==> src/rtl/coh_query_pkg.sv <==
package coh_query_pkg;

  typedef enum logic [2:0] {
    ST_I  = 3'd0,
    ST_S  = 3'd1,
    ST_E  = 3'd2,
    ST_M  = 3'd3,
    ST_NP = 3'd4
  } cohState_e;

  // Per-cycle strobes from the control to the metadata store
  typedef struct packed {
    logic fill;
    logic lcl;
    logic lclWr;
    logic snp;
    logic snpWr;
    logic evict;
    logic trnBeg;
    logic trnEnd;
    logic clrAll;
  } metaStrobe_t;

endpackage

==> src/rtl/coh_meta_store.sv <==
module coh_meta_store
  import coh_query_pkg::*;
#(
  parameter int NUM_LINES = 16,
  parameter int IDX_W     = 4,
  parameter int TAG_W     = 10
) (
  input  logic                            clk,
  input  logic                            rstN,
  input  metaStrobe_t                     stb,
  input  logic [IDX_W-1:0]                fillIdx,
  input  logic [TAG_W-1:0]                fillTag,
  input  cohState_e                       fillState,
  input  logic [IDX_W-1:0]                lclIdx,
  input  logic [IDX_W-1:0]                snpIdx,
  input  logic [IDX_W-1:0]                evIdx,
  input  logic [IDX_W-1:0]                trnIdx,
  input  cohState_e                       trnState,
  output logic [NUM_LINES-1:0]            curValid,
  output logic [NUM_LINES-1:0][TAG_W-1:0] curTag,
  output logic [NUM_LINES-1:0]            nxtValid,
  output logic [NUM_LINES-1:0][TAG_W-1:0] nxtTag,
  output cohState_e [NUM_LINES-1:0]       nxtState,
  output logic [NUM_LINES-1:0]            nxtRd,
  output logic [NUM_LINES-1:0]            nxtWr,
  output logic                            nxtDgd,
  output logic                            dgdFlag,
  output logic                            evRptValid,
  output logic [TAG_W+IDX_W-1:0]          evRptLine
);

  logic [NUM_LINES-1:0] lineDown;
  logic [NUM_LINES-1:0] lineEvRpt;

  for (genvar g = 0; g < NUM_LINES; g++) begin : g_line
    localparam logic [IDX_W-1:0] MY_IDX = IDX_W'(g);

    logic             validQ, rdQ, wrQ, trnQ;
    logic [TAG_W-1:0] tagQ;
    cohState_e        stateQ, tgtQ;

    logic             vN, rN, wN, trN, downN, evN, lowered;
    logic [TAG_W-1:0] tN;
    cohState_e        sN, tgN;

    // Event order inside one cycle: clear, fill, transition, local, snoop, evict
    always_comb begin
      vN      = validQ;
      tN      = tagQ;
      sN      = stateQ;
      rN      = rdQ;
      wN      = wrQ;
      trN     = trnQ;
      tgN     = tgtQ;
      downN   = 1'b0;
      evN     = 1'b0;
      lowered = 1'b0;
      if (stb.clrAll) begin
        rN = 1'b0;
        wN = 1'b0;
      end
      if (stb.fill && fillIdx == MY_IDX) begin
        vN  = 1'b1;
        tN  = fillTag;
        sN  = fillState;
        rN  = 1'b0;
        wN  = 1'b0;
        trN = 1'b0;
      end
      if (stb.trnBeg && trnIdx == MY_IDX) begin
        trN = 1'b1;
        tgN = trnState;
      end
      if (stb.trnEnd && trnIdx == MY_IDX && trN) begin
        sN  = tgN;
        trN = 1'b0;
      end
      if (stb.lcl && lclIdx == MY_IDX) begin
        if (stb.lclWr) begin
          wN = 1'b1;
          if (sN == ST_E) sN = ST_M;
        end else begin
          rN = 1'b1;
        end
      end
      if (stb.snp && snpIdx == MY_IDX) begin
        if (stb.snpWr) begin
          if (sN != ST_I) begin
            lowered = 1'b1;
            sN      = ST_I;
          end
        end else if (sN == ST_M || sN == ST_E) begin
          lowered = 1'b1;
          sN      = ST_S;
        end
        downN = lowered && (rN || wN);
      end
      if (stb.evict && evIdx == MY_IDX) begin
        evN = rN || wN;
        vN  = 1'b0;
        rN  = 1'b0;
        wN  = 1'b0;
        trN = 1'b0;
      end
    end

    always_ff @(posedge clk or negedge rstN) begin
      if (!rstN) begin
        validQ <= 1'b0;
        tagQ   <= '0;
        stateQ <= ST_I;
        rdQ    <= 1'b0;
        wrQ    <= 1'b0;
        trnQ   <= 1'b0;
        tgtQ   <= ST_I;
      end else begin
        validQ <= vN;
        tagQ   <= tN;
        stateQ <= sN;
        rdQ    <= rN;
        wrQ    <= wN;
        trnQ   <= trN;
        tgtQ   <= tgN;
      end
    end

    assign curValid[g]  = validQ;
    assign curTag[g]    = tagQ;
    assign nxtValid[g]  = vN;
    assign nxtTag[g]    = tN;
    assign nxtState[g]  = sN;
    assign nxtRd[g]     = rN;
    assign nxtWr[g]     = wN;
    assign lineDown[g]  = downN;
    assign lineEvRpt[g] = evN;
  end

  assign nxtDgd = (stb.clrAll ? 1'b0 : dgdFlag) | (|lineDown);

  always_ff @(posedge clk or negedge rstN) begin
    if (!rstN) begin
      dgdFlag    <= 1'b0;
      evRptValid <= 1'b0;
      evRptLine  <= '0;
    end else begin
      dgdFlag    <= nxtDgd;
      evRptValid <= |lineEvRpt;
      if (|lineEvRpt) evRptLine <= {curTag[evIdx], evIdx};
    end
  end

endmodule

==> src/rtl/coh_meta_ctrl.sv <==
module coh_meta_ctrl
  import coh_query_pkg::*;
#(
  parameter int NUM_LINES   = 16,
  parameter int IDX_W       = 4,
  parameter int TAG_W       = 10,
  parameter int LINE_ADDR_W = IDX_W + TAG_W
) (
  input  logic                            clk,
  input  logic                            rstN,
  input  logic                            epochClr,
  input  logic                            fillValid,
  input  logic [LINE_ADDR_W-1:0]          fillLine,
  input  logic [1:0]                      fillState,
  input  logic                            lclValid,
  input  logic                            lclWrite,
  input  logic [LINE_ADDR_W-1:0]          lclLine,
  input  logic                            snpValid,
  input  logic                            snpWrite,
  input  logic [LINE_ADDR_W-1:0]          snpLine,
  input  logic                            evValid,
  input  logic [LINE_ADDR_W-1:0]          evLine,
  input  logic                            trnValid,
  input  logic                            trnFinish,
  input  logic [LINE_ADDR_W-1:0]          trnLine,
  input  logic [1:0]                      trnState,
  input  logic                            qryValid,
  input  logic [LINE_ADDR_W-1:0]          qryLine,
  input  logic [NUM_LINES-1:0]            curValid,
  input  logic [NUM_LINES-1:0][TAG_W-1:0] curTag,
  input  logic [NUM_LINES-1:0]            nxtValid,
  input  logic [NUM_LINES-1:0][TAG_W-1:0] nxtTag,
  input  cohState_e [NUM_LINES-1:0]       nxtState,
  input  logic [NUM_LINES-1:0]            nxtRd,
  input  logic [NUM_LINES-1:0]            nxtWr,
  input  logic                            nxtDgd,
  output metaStrobe_t                     stb,
  output logic [IDX_W-1:0]                fillIdx,
  output logic [TAG_W-1:0]                fillTag,
  output cohState_e                       fillSt,
  output logic [IDX_W-1:0]                lclIdx,
  output logic [IDX_W-1:0]                snpIdx,
  output logic [IDX_W-1:0]                evIdx,
  output logic [IDX_W-1:0]                trnIdx,
  output cohState_e                       trnSt,
  output logic                            rspValid,
  output cohState_e                       rspState,
  output logic                            rspRd,
  output logic                            rspWr,
  output logic                            rspDgd
);

  logic [TAG_W-1:0] lclTag, snpTag, evTag, trnTag, qryTag;
  logic [IDX_W-1:0] qryIdx;
  logic             lclHit, snpHit, evHit, trnHit, qryHit;

  assign fillIdx = fillLine[IDX_W-1:0];
  assign fillTag = fillLine[LINE_ADDR_W-1:IDX_W];
  assign lclIdx  = lclLine[IDX_W-1:0];
  assign lclTag  = lclLine[LINE_ADDR_W-1:IDX_W];
  assign snpIdx  = snpLine[IDX_W-1:0];
  assign snpTag  = snpLine[LINE_ADDR_W-1:IDX_W];
  assign evIdx   = evLine[IDX_W-1:0];
  assign evTag   = evLine[LINE_ADDR_W-1:IDX_W];
  assign trnIdx  = trnLine[IDX_W-1:0];
  assign trnTag  = trnLine[LINE_ADDR_W-1:IDX_W];
  assign qryIdx  = qryLine[IDX_W-1:0];
  assign qryTag  = qryLine[LINE_ADDR_W-1:IDX_W];

  assign fillSt = cohState_e'({1'b0, fillState});
  assign trnSt  = cohState_e'({1'b0, trnState});

  assign lclHit = curValid[lclIdx] && curTag[lclIdx] == lclTag;
  assign snpHit = curValid[snpIdx] && curTag[snpIdx] == snpTag;
  assign evHit  = curValid[evIdx]  && curTag[evIdx]  == evTag;
  assign trnHit = curValid[trnIdx] && curTag[trnIdx] == trnTag;

  always_comb begin
    stb.clrAll = epochClr;
    stb.fill   = fillValid;
    stb.lcl    = lclValid && lclHit;
    stb.lclWr  = lclWrite;
    stb.snp    = snpValid && snpHit;
    stb.snpWr  = snpWrite;
    stb.evict  = evValid && evHit;
    stb.trnBeg = trnValid && !trnFinish && trnHit;
    stb.trnEnd = trnValid && trnFinish && trnHit;
  end

  // Response reads the post-event view of the line, so same-cycle snoops are seen
  assign qryHit = nxtValid[qryIdx] && nxtTag[qryIdx] == qryTag;

  always_ff @(posedge clk or negedge rstN) begin
    if (!rstN) begin
      rspValid <= 1'b0;
      rspState <= ST_NP;
      rspRd    <= 1'b0;
      rspWr    <= 1'b0;
      rspDgd   <= 1'b0;
    end else begin
      rspValid <= qryValid;
      if (qryValid) begin
        rspState <= qryHit ? nxtState[qryIdx] : ST_NP;
        rspRd    <= qryHit && nxtRd[qryIdx];
        rspWr    <= qryHit && nxtWr[qryIdx];
        rspDgd   <= nxtDgd;
      end
    end
  end

endmodule

==> src/rtl/coh_query_meta.sv <==
module coh_query_meta
  import coh_query_pkg::*;
#(
  parameter int LINE_ADDR_W = 14,
  parameter int NUM_LINES   = 16
) (
  input  logic                   clk,
  input  logic                   rstN,
  input  logic                   epochClr,
  input  logic                   fillValid,
  input  logic [LINE_ADDR_W-1:0] fillLine,
  input  logic [1:0]             fillState,
  input  logic                   lclValid,
  input  logic                   lclWrite,
  input  logic [LINE_ADDR_W-1:0] lclLine,
  input  logic                   snpValid,
  input  logic                   snpWrite,
  input  logic [LINE_ADDR_W-1:0] snpLine,
  input  logic                   evValid,
  input  logic [LINE_ADDR_W-1:0] evLine,
  input  logic                   trnValid,
  input  logic                   trnFinish,
  input  logic [LINE_ADDR_W-1:0] trnLine,
  input  logic [1:0]             trnState,
  input  logic                   qryValid,
  input  logic [LINE_ADDR_W-1:0] qryLine,
  output logic                   rspValid,
  output logic [2:0]             rspState,
  output logic                   rspRd,
  output logic                   rspWr,
  output logic                   rspDgd,
  output logic                   evictValid,
  output logic [LINE_ADDR_W-1:0] evictLine
);

  localparam int IDX_W = $clog2(NUM_LINES);
  localparam int TAG_W = LINE_ADDR_W - IDX_W;

  metaStrobe_t                     stb;
  logic [IDX_W-1:0]                fillIdx, lclIdx, snpIdx, evIdx, trnIdx;
  logic [TAG_W-1:0]                fillTag;
  cohState_e                       fillSt, trnSt, rspStateE;
  logic [NUM_LINES-1:0]            curValid, nxtValid, nxtRd, nxtWr;
  logic [NUM_LINES-1:0][TAG_W-1:0] curTag, nxtTag;
  cohState_e [NUM_LINES-1:0]       nxtState;
  logic                            nxtDgd, dgdFlag;

  coh_meta_ctrl #(
    .NUM_LINES(NUM_LINES), .IDX_W(IDX_W), .TAG_W(TAG_W), .LINE_ADDR_W(LINE_ADDR_W)
  ) u_ctrl (
    .clk(clk), .rstN(rstN), .epochClr(epochClr),
    .fillValid(fillValid), .fillLine(fillLine), .fillState(fillState),
    .lclValid(lclValid), .lclWrite(lclWrite), .lclLine(lclLine),
    .snpValid(snpValid), .snpWrite(snpWrite), .snpLine(snpLine),
    .evValid(evValid), .evLine(evLine),
    .trnValid(trnValid), .trnFinish(trnFinish), .trnLine(trnLine), .trnState(trnState),
    .qryValid(qryValid), .qryLine(qryLine),
    .curValid(curValid), .curTag(curTag),
    .nxtValid(nxtValid), .nxtTag(nxtTag), .nxtState(nxtState),
    .nxtRd(nxtRd), .nxtWr(nxtWr), .nxtDgd(nxtDgd),
    .stb(stb), .fillIdx(fillIdx), .fillTag(fillTag), .fillSt(fillSt),
    .lclIdx(lclIdx), .snpIdx(snpIdx), .evIdx(evIdx), .trnIdx(trnIdx), .trnSt(trnSt),
    .rspValid(rspValid), .rspState(rspStateE), .rspRd(rspRd), .rspWr(rspWr),
    .rspDgd(rspDgd)
  );

  coh_meta_store #(
    .NUM_LINES(NUM_LINES), .IDX_W(IDX_W), .TAG_W(TAG_W)
  ) u_store (
    .clk(clk), .rstN(rstN), .stb(stb),
    .fillIdx(fillIdx), .fillTag(fillTag), .fillState(fillSt),
    .lclIdx(lclIdx), .snpIdx(snpIdx), .evIdx(evIdx), .trnIdx(trnIdx), .trnState(trnSt),
    .curValid(curValid), .curTag(curTag),
    .nxtValid(nxtValid), .nxtTag(nxtTag), .nxtState(nxtState),
    .nxtRd(nxtRd), .nxtWr(nxtWr), .nxtDgd(nxtDgd), .dgdFlag(dgdFlag),
    .evRptValid(evictValid), .evRptLine(evictLine)
  );

  assign rspState = rspStateE;

endmodule

==> config.mk <==
export PLATFORM = sky130hd
export DESIGN_NAME = coh_query_meta
export DESIGN_NICKNAME = d
export VERILOG_FILES = /design/src/rtl/coh_query_pkg.sv /design/src/rtl/coh_meta_store.sv /design/src/rtl/coh_meta_ctrl.sv /design/src/rtl/coh_query_meta.sv
export SDC_FILE = /design/constraint.sdc
export NUM_CORES = 1
export LEC_CHECK = 0
export CORE_AREA = 4 4 266 268
export DETAILED_ROUTE_END_ITERATION = 8
export DIE_AREA = 0 0 270 272
export GPL_TIMING_DRIVEN = 0
export HOLD_SLACK_MARGIN = 0.08
export MAX_ROUTING_LAYER = met4
export SETUP_SLACK_MARGIN = 0.1
export SLEW_MARGIN = 25
export SYNTH_ARGS = -nofsm -noshare
export SYNTH_HDL_FRONTEND = slang
export SYNTH_HIERARCHICAL = 1
export SYNTH_SLANG_ARGS = --single-unit
==> constraint.sdc <==
create_clock -name clk -period 9.15 [get_ports clk]
set_input_delay 1.83 -clock clk [delete_from_list [all_inputs] [get_ports clk]]
set_output_delay 1.83 -clock clk [all_outputs]
set_load 0.03 [all_outputs]
==> flow_summary.ini <==
[sta]
rsz0062_at_grt = false
finalHoldViolations = 0
slew_headroom = 0.186
fmax_mhz = 117
fin_hold_ws_ps = 488
worst_slack_ps = 637
tightest_slew_ps = 1220
setup-violations-final = 0
slew_viol_final = 0
final.min_clock_period_ps = 8510
final.period_utilization = 0.930
fin_skew_ps = 43.6

[placement]
place_inst = 3234
globalplace.congestion = 1.04
port-buffer-count = 88
hpwl_um = 85000
post-place-ws_ps = -708

[route]
drc_errors = 0
drt_pass1_iterations = 6
dr.first_iter.drc_count = 3216
vias = 22200
wl_per_cell_um = 34.7
via_per_inst = 6.70
routed_wirelength_um = 115000
ant_nets = 0

[critical_path]
cp-start-kind = input port
critPathMaxFanout = 10
crit_arrival_ps = 8980
worstSetupEndpointType = flop
crit_type = input port to flop
critPathRequiredTime_ps = 9620
critPathSlowestCell = clkdlybuf4s50_1
worstPathCellList = clkdlybuf4s50_1 > clkdlybuf4s18_2 > mux4_2 > mux4_2 > xnor2_1 > nand4_1 > a2111oi_0 > nand4_1 > buf_4 > nor2_4 > nand3b_1 > nor2_1 > mux2_2 > mux2_2 > o2111ai_1 > o2111ai_1 > nor4_1 > nand4_1 > mux2_2
reg2reg_depth = 17
cpPeakStageDelay_ps = 760

[job]
drv_cap = 0

[global_routing]
grt_util_met2 = 0.464
grt_start_max_net_pins = 90
grt_pass1_wl_um = 163000
grt_overflow_total = 0
busiest_layer = met2
grt_pass1_vias = 22100
antenna_found_initial = 4
use_met1 = 0.392
grt_use_total = 0.317
met3_usage = 0.102

[die]
ios = 122
fp-row-count = 96
die_x_um = 270
start_util = 0.378
core_region_area_um2 = 68300
die_h_um = 272
die_area_um2 = 73400

[synthesis]
ys_seq_area_frac = 0.332
syn_inst = 2258
synthTopCellsByArea = dfrtp_1 (33%), mux4_2 (27%), mux2_2 (7.6%)
synth_area_um2 = 25900
synth_top_area_share = 0.331
synth_edf_count = 0
ys_async_sr_fraction = 1.00
ys.flop_type = dfrtp_1
yosysTopAreaCell = dfrtp_1
synthDistinctLibCells = 87
synth_seq_cells = 343
synth_warnings = 6
syn-mean-instance-area_um2 = 11.5

[finish]
synthToLayoutAreaGrowth_pct = 14.1
drive_gt1_frac = 0.318
final_nets = 2498
final_common_cell = dfrtp_1
layout_common_cells = dfrtp_1 (342), mux4_2 (309), nand2_1 (296)
final_util = 0.432
final_cells = 3315

[clock_tree]
clock_tree.buffer_depth = 3
cts.sinks = 343
numCtsBuffers = 43
cts_tree = built
htreeDepth = 2
cts_root_buffer = clkbuf_16
cts.clk_slew.worst_paths_ps = 50
clk_latency_ps = 620

[outcome]
status = finished, final reports clean

[hold_path]
hold_path_class = flop to flop
hold_path_depth = 1

[pwr]
power_density_nw_per_um2 = 186
ir_drop_mv = 0.119
leakagePower_uw = 0.0121
flip-flops by register name, indices dropped and copies added, names as in the netlist, 3 cells and up:
name / count
u_ctrl/rspState: 3
u_store/g_line.tgtQ: 48
u_store/g_line.rdQ: 16
u_store/g_line.stateQ: 48
u_store/evRptLine: 14
u_store/g_line.validQ: 16
u_store/g_line.wrQ: 16
u_store/g_line.trnQ: 16
u_store/g_line.tagQ: 160
layer usage:
metal  up-vias  wire length, µm
met4         0             8310
li1       8725                -
met1     11300            42300
met2      1735            49700
met3       430            14900
met5         -                0
cell families (layout without fill, tap and decap cells):
| kind of cell | after synthesis | in the layout | synth area share |
|---|---|---|---|
| AND/OR/NAND/NOR | 650 | 650 | 0.115 |
| multiplexers | 607 | 607 | 0.397 |
| flip-flops | 343 | 343 | 0.332 |
| buffers and inverters | 320 | 489 | 0.0652 |
| AO/OA/AOI/OAI | 284 | 284 | 0.0718 |
| XOR/XNOR | 53 | 53 | 0.0182 |
| other | 1 | 7 | 0.000145 |
worst paths after layout:
| kind | from | to | slack, ps |
|---|---|---|---|
| min in group asynchronous | rstN | u_store/g_line[4].tagQ[2] | 1120 |
| max | trnLine[2] | u_ctrl/rspDgd | 640 |
| max reg2reg | u_store/g_line[15].tagQ[9] | u_ctrl/rspDgd | 2350 |
| min | u_store/evRptLine[8] | u_store/evRptLine[8] | 490 |
| max in group asynchronous | rstN | u_ctrl/rspState[2] | 6830 |
| min reg2reg | u_store/evRptLine[8] | u_store/evRptLine[8] | 490 |
final cells by class:
class	instances	area (µm²)
fill	6286	38900
multi-input combinational	1596	15600
sequential	343	8580
buffer	269	1550
clock buffer	65	1290
tap	882	1100
timing repair buffer	94	1020
inverter	51	191
clock inverter	10	113
antenna	5	12.5
stage by stage:
stage | area (µm²) | total power [µW] | setup TNS, ps
3_3_place_gp | 27800 | 3690 | -3151920
6_report | 29500 | 5500 | 0
3_5_place_dp | 28000 | 3740 | -2650
5_1_grt | 29500 | 5690 | 0
2_1_floorplan | 25900 | 3140 | 0
4_1_cts | 29400 | 5460 | 0
where the power goes:
part           internal (µW)  leakage (µW)  switching, µW  total, µW
logic                    912       0.00698            829       1740
clock network            979      0.000681            732       1710
registers               1740       0.00440            311       2050
cells in the mapped netlist, drive strengths merged, types with 7 or more instances:
| cell | instances |
|---|---|
| mux4 | 315 |
| a21oi | 87 |
| nand3 | 35 |
| or2 | 13 |
| nor2b | 18 |
| o31a | 7 |
| a211oi | 16 |
| and2 | 22 |
| buf | 163 |
| nor3b | 8 |
| nand3b | 11 |
| nor3 | 21 |
| o31ai | 11 |
| clkbuf | 106 |
| nor2 | 157 |
| nand2 | 296 |
| o21ai | 60 |
| mux2 | 185 |
| dfrtp | 342 |
| o2111ai | 8 |
| a22oi | 20 |
| nand2b | 22 |
| a31oi | 10 |
| o22ai | 9 |
| mux2i | 107 |
| a221oi | 19 |
| nand4 | 17 |
| xnor2 | 40 |
| xor2 | 13 |
| inv | 51 |
critical path: cells and delay by family:
family	cells	cell delay, ps
AND/OR/NAND/NOR	7	2350
multiplexers	5	1980
buffers and inverters	3	1620
AO/OA/AOI/OAI	3	1030
XOR/XNOR	1	160
repair_timing:
action | 4_1_cts | 5_1_grt
pin swaps | 0 | 1
gates resized for setup | 3 | 8
setup endpoints to repair | 3 | 5
buffers inserted | 0 | 1
hold buffers | 0 | 0
(Power assumes the default switching activity.)
